[config.mk]
export PLATFORM = sky130hd
export DESIGN_NAME = rate_timebase
export DESIGN_NICKNAME = d
export VERILOG_FILES = /design/src/rtl/rate_timebase_pkg.sv /design/src/rtl/rate_divider.sv /design/src/rtl/scale_gen.sv /design/src/rtl/idle_timer.sv /design/src/rtl/rate_timebase.sv
export SDC_FILE = /design/constraint.sdc
export NUM_CORES = 1
export LEC_CHECK = 0
export BUFFER_PORTS_ARGS = -buffer_cell sky130_fd_sc_hd__buf_2
export CORE_MARGIN = 3
export CORE_UTILIZATION = 45
export DETAILED_ROUTE_END_ITERATION = 8
export SETUP_SLACK_MARGIN = 0.4
export SYNTH_ARGS = -nofsm -noshare
export SYNTH_HDL_FRONTEND = slang
export SYNTH_SLANG_ARGS = --single-unit
[constraint.sdc]
create_clock -name clk -period 3.6 [get_ports clk]
set_clock_uncertainty 0.2 [all_clocks]
set_input_delay 0 -clock clk [delete_from_list [all_inputs] [get_ports clk]]
set_output_delay 0 -clock clk [all_outputs]
set_load 0.02 [all_outputs]
[src/rtl/rate_timebase_pkg.sv]
package rate_timebase_pkg;

  // Limit a select code to the highest implemented rate index.
  function automatic int clamp_sel(input int code, input int num_rates);
    return (code > num_rates - 1) ? num_rates - 1 : code;
  endfunction

  // Timeout multiplier relative to the fastest rate: one extra doubling
  // when the core runs from the undoubled source.
  function automatic int rate_factor(input int idx, input bit fast_src);
    return 1 << (idx + (fast_src ? 0 : 1));
  endfunction

endpackage

[src/rtl/rate_divider.sv]
module rate_divider
  import rate_timebase_pkg::*;
#(
  parameter int DIV_LOG_MIN = 3,
  parameter int NUM_RATES   = 5,
  parameter int SEL_W       = 3
) (
  input  logic             clk,
  input  logic             rst,
  input  logic             src_fast,
  input  logic [SEL_W-1:0] rate_sel,
  output logic             bit_stb,
  output logic [SEL_W-1:0] sel_act,
  output logic             fast_act
);
  localparam int CNT_W = DIV_LOG_MIN + NUM_RATES - 1;

  logic [CNT_W-1:0] cnt;
  logic [CNT_W-1:0] lim_tab [NUM_RATES];
  logic [SEL_W-1:0] sel_clamped;
  logic             wrap;

  // Terminal count for each rate, one entry per divide setting.
  generate
    for (genvar g = 0; g < NUM_RATES; g++) begin : g_lim
      assign lim_tab[g] = CNT_W'((1 << (DIV_LOG_MIN + g)) - 1);
    end
  endgenerate

  assign sel_clamped = SEL_W'(clamp_sel(int'(rate_sel), NUM_RATES));
  assign wrap        = (cnt == lim_tab[sel_act]);

  always_ff @(posedge clk) begin
    if (rst) begin
      cnt      <= '0;
      bit_stb  <= 1'b0;
      sel_act  <= sel_clamped;
      fast_act <= src_fast;
    end else if (wrap) begin
      cnt      <= '0;
      bit_stb  <= 1'b1;
      sel_act  <= sel_clamped;
      fast_act <= src_fast;
    end else begin
      cnt      <= cnt + 1'b1;
      bit_stb  <= 1'b0;
    end
  end
endmodule

[src/rtl/scale_gen.sv]
module scale_gen
  import rate_timebase_pkg::*;
#(
  parameter int NUM_RATES = 5,
  parameter int SEL_W     = 3
) (
  input  logic                 clk,
  input  logic                 rst,
  input  logic [SEL_W-1:0]     rate_sel,
  input  logic                 src_fast,
  input  logic [SEL_W-1:0]     sel_act,
  input  logic                 fast_act,
  output logic [NUM_RATES:0]   tmo_scale
);
  localparam int SCALE_W = NUM_RATES + 1;

  logic [SCALE_W-1:0] fac_rst;
  logic [SCALE_W-1:0] fac_run;

  assign fac_rst = SCALE_W'(rate_factor(clamp_sel(int'(rate_sel), NUM_RATES), src_fast));
  assign fac_run = SCALE_W'(rate_factor(int'(sel_act), fast_act));

  always_ff @(posedge clk) begin
    if (rst) tmo_scale <= fac_rst;
    else     tmo_scale <= fac_run;
  end
endmodule

[src/rtl/idle_timer.sv]
module idle_timer #(
  parameter int IDLE_BITS = 205
) (
  input  logic clk,
  input  logic rst,
  input  logic line_active,
  input  logic bit_stb,
  output logic idle_exp
);
  localparam int CW = $clog2(IDLE_BITS + 1);
  localparam logic [CW-1:0] LAST = CW'(IDLE_BITS - 1);

  logic [CW-1:0] bits_quiet;

  always_ff @(posedge clk) begin
    if (rst || line_active) begin
      bits_quiet <= '0;
      idle_exp   <= 1'b0;
    end else if (bit_stb) begin
      if (bits_quiet == LAST) begin
        bits_quiet <= '0;
        idle_exp   <= 1'b1;
      end else begin
        bits_quiet <= bits_quiet + 1'b1;
        idle_exp   <= 1'b0;
      end
    end else begin
      idle_exp <= 1'b0;
    end
  end
endmodule

[src/rtl/rate_timebase.sv]
module rate_timebase #(
  parameter int DIV_LOG_MIN = 3,
  parameter int NUM_RATES   = 5,
  parameter int SEL_W       = 3,
  parameter int IDLE_BITS   = 205
) (
  input  logic               clk,
  input  logic               rst,
  input  logic               src_fast,
  input  logic [SEL_W-1:0]   rate_sel,
  input  logic               line_active,
  output logic               bit_stb,
  output logic [NUM_RATES:0] tmo_scale,
  output logic               idle_exp
);
  logic [SEL_W-1:0] sel_act;
  logic             fast_act;

  rate_divider #(
    .DIV_LOG_MIN(DIV_LOG_MIN),
    .NUM_RATES  (NUM_RATES),
    .SEL_W      (SEL_W)
  ) u_div (
    .clk     (clk),
    .rst     (rst),
    .src_fast(src_fast),
    .rate_sel(rate_sel),
    .bit_stb (bit_stb),
    .sel_act (sel_act),
    .fast_act(fast_act)
  );

  scale_gen #(
    .NUM_RATES(NUM_RATES),
    .SEL_W    (SEL_W)
  ) u_scale (
    .clk      (clk),
    .rst      (rst),
    .rate_sel (rate_sel),
    .src_fast (src_fast),
    .sel_act  (sel_act),
    .fast_act (fast_act),
    .tmo_scale(tmo_scale)
  );

  idle_timer #(
    .IDLE_BITS(IDLE_BITS)
  ) u_idle (
    .clk        (clk),
    .rst        (rst),
    .line_active(line_active),
    .bit_stb    (bit_stb),
    .idle_exp   (idle_exp)
  );
endmodule

==> flow_summary.toml <==
[die]
pin_count = 15
rows = 18
fp.dieH_um = 58.4
die_w_um = 58.4
core_sq_um = 2540
start_util_pct = 48.5
die-area_sq_um = 3410

[worst_setup_path]
startpoint_type = "flop"
worst-setup-path-type = "reg2reg"
critPathRequiredTime_ns = 3.39
cp-startpoint = "u_div.cnt[0]$_SDFF_PP0_"
worstRegToRegCells = 4
arrival_ns = 1.75
crit_fanout = 10
r2r_start = "u_div.cnt[0]$_SDFF_PP0_"
worstSetupEndpointType = "flop"

[min_path]
holdCritPathClass = "in2reg"
whs_path_depth = 3
hp-start = "line_active"

[cts]
tritoncts.num_buffers = 3
clock_sinks = 27
cts-root-buf = "clkbuf_4"
cts_tree = "yes"
cts.clk_slew.worst_paths_ns = 0.14
htree_levels = 1
cts_buffer_depth = 2
clk_latency_ns = 0.32
ctsResizeCount = 0

[sta]
fmax_mhz = 510
post-route-period-util_pct = 54.5
fin_setup_tns_ns = 0
finalHoldViolCount = 0
rsz0062_at_grt = "false"
fin_crit_ns = 1.96
final-setup-viol-count = 0
max-slew-margin-rel_pct = 67.9
slew_viol_final = 0
worst_pin_slew_ns = 0.482

[finish]
nets = 168
register_area_sq_um = 581
n_antenna_cell = 0
num-fill-cells = 252
syn_to_final_growth_pct = 15.7
finish.utilization_pct = 56.1
fin_area_sq_um = 1430
multi_input_area_sq_um = 614
layout-drive-gt1-share_pct = 14.4

[placement]
portBuffers = 14
place.gp.congestion = 0.785
dp_hpwl_um = 1540
post_dp_cell_area_sq_um = 1330

[power_and_ir_drop]
p_leak_nw = 0.573
ir_drop_v = 0.000266
power_density_nw_per_um2 = 364

[global_routing]
first_global_vias = 912
antenna_found_initial = 0
grt_usage_pct = 14.3
grt_pass1_wl_um = 3730
grt_overflow_total = 0
grt_max_degree = 17

[route]
routed_wl_um = 2120
drt_pass1_iterations = 4
wl_per_cell_um = 11.6
antenna_left = 0
vias_per_cell = 5.04
route.detailed.drc = 0
drtIter0Drc = 46
vias = 923

[synthesis]
synth-seq-area-share_pct = 47.0
ys_warn_count = 0
synth_edf_count = 4
synth_ff_type = "dfxtp_1"
syn_area_per_cell_sq_um = 9.43
syn_area_sq_um = 1230
synth_fp_nets = 145
syn_inst = 131
synthArstFlopShare_pct = 0
ys_ff_latch = 27
ys_types = 30

[status]
status = "finished clean"

[run]
maxCapViolations = 0
[registers in the layout (all words and copies together) (netlist names)]
| signal | flops |
|---|---|
| u_idle.idle_exp | 1 |
| u_idle.bits_quiet | 8 |
| u_div.bit_stb | 1 |
| u_div.sel_act | 3 |
| u_div.cnt | 7 |
| u_scale.tmo_scale | 6 |
| u_div.fast_act | 1 |
[path summary, 6_finish.rpt]
check                                                   to  slack (ns)
worst max-delay path              u_div.fast_act$_DFFE_PP_        1.64
worst min-delay path            u_idle.idle_exp$_SDFF_PP0_        0.21
worst max register to register    u_div.fast_act$_DFFE_PP_        1.64
worst min register to register     u_div.cnt[0]$_SDFF_PP0_        0.26
[what timing repair did]
item	CTS	global route
endpoints found under the hold margin	20	0
hold buffers	7	0
setup buffers	0	0
[cell usage in the layout, fill, tap and decap left out]
cell type       n
xnor2_1         8
mux2_2          1
nand4b_1        1
a21boi_0        1
o21a_1          1
dlygate4sd3_1   7
a21oi_1         2
edfxtp_1        4
xor2_1          6
or4_1           1
nor4_1          2
and3_1          2
nand2_1        12
clkinvlp_4      1
nor3_1          3
inv_1           7
nor2b_1         2
nand3_1         6
buf_2          14
dfxtp_1        23
a22oi_2         1
o31ai_4         1
o21ai_0         5
clkbuf_4        3
and4_1          1
and4bb_1        1
or2_2           1
nor2_1         22
ha_1            7
a31oi_1         2
nand4_1         2
mux2i_1         3
[synthesized netlist by cell type (all sizes together) (2+ instances only)]
cell / instances / area [sq um]
nand3: 6 / 30.0
inv: 7 / 26.3
nand4: 2 / 12.5
nor2b: 2 / 12.5
mux2i: 3 / 30.0
a31oi: 2 / 12.5
nand2: 12 / 45.0
nor4: 2 / 12.5
nor2: 22 / 82.6
buf: 2 / 10.0
xor2: 6 / 52.6
and3: 2 / 12.5
dfxtp: 23 / 460
o21ai: 5 / 25.0
a21oi: 2 / 10.0
xnor2: 8 / 70.1
ha: 7 / 87.6
edfxtp: 4 / 120
nor3: 3 / 15.0
[area by class of cell]
cell class / instances / area share [%]
multi-input combinational: 94 / 43.0
timing repair buffer: 21 / 9.81
clock buffer: 3 / 1.58
inverter: 7 / 1.84
clock inverter: 1 / 0.525
sequential: 27 / 40.6
tap: 30 / 2.63
[layer usage]
| layer | GRT usage [%] | vias up | share of wire (%) |
|---|---|---|---|
| met2 | 23.0 | 13 | 48 |
| met4 | 8.28 | 0 | 1.9 |
| met1 | 17.9 | 417 | 48 |
| met3 | 2.63 | 6 | 2.9 |
| met5 | 0 | - | 0 |
| li1 | - | 487 | - |
[logic make-up after synthesis]
logic type	count (synthesis)	share of synthesized area [%]
simple gates	56	21.6
mux	4	3.34
fa+ha+maj	7	7.09
xor+xnor	14	9.93
buf+inv	10	3.24
flops	27	47.0
compound gates	13	7.80
[where the power goes]
group          leakage [nW]  internal (mW)  switching [mW]
combinational         0.332         0.0281          0.0373
sequential            0.226          0.318         0.00682
clock                0.0139         0.0425          0.0869
[per-stage QoR]
step | setup slack, ns | instances | total power [mW] | hold WS [ns]
2_1_floorplan | 1.80 | 131 | 0.374 | -0.123
3_3_place_gp | 1.67 | 172 | 0.391 | -0.00947
3_5_place_dp | 1.63 | 172 | 0.392 | -0.00612
4_1_cts | 1.63 | 183 | 0.529 | 0.166
5_1_grt | 1.51 | 183 | 0.549 | 0.206
6_report | 1.64 | 183 | 0.520 | 0.215
[critical path, stage by stage, from the launching register on]
cell	delay (ns)
dfxtp_1	0.38
ha_1	0.25
and4bb_1	0.23
a22oi_2	0.10
o31ai_4	0.47
No activity file was read; power rests on OpenSTA's default activity.
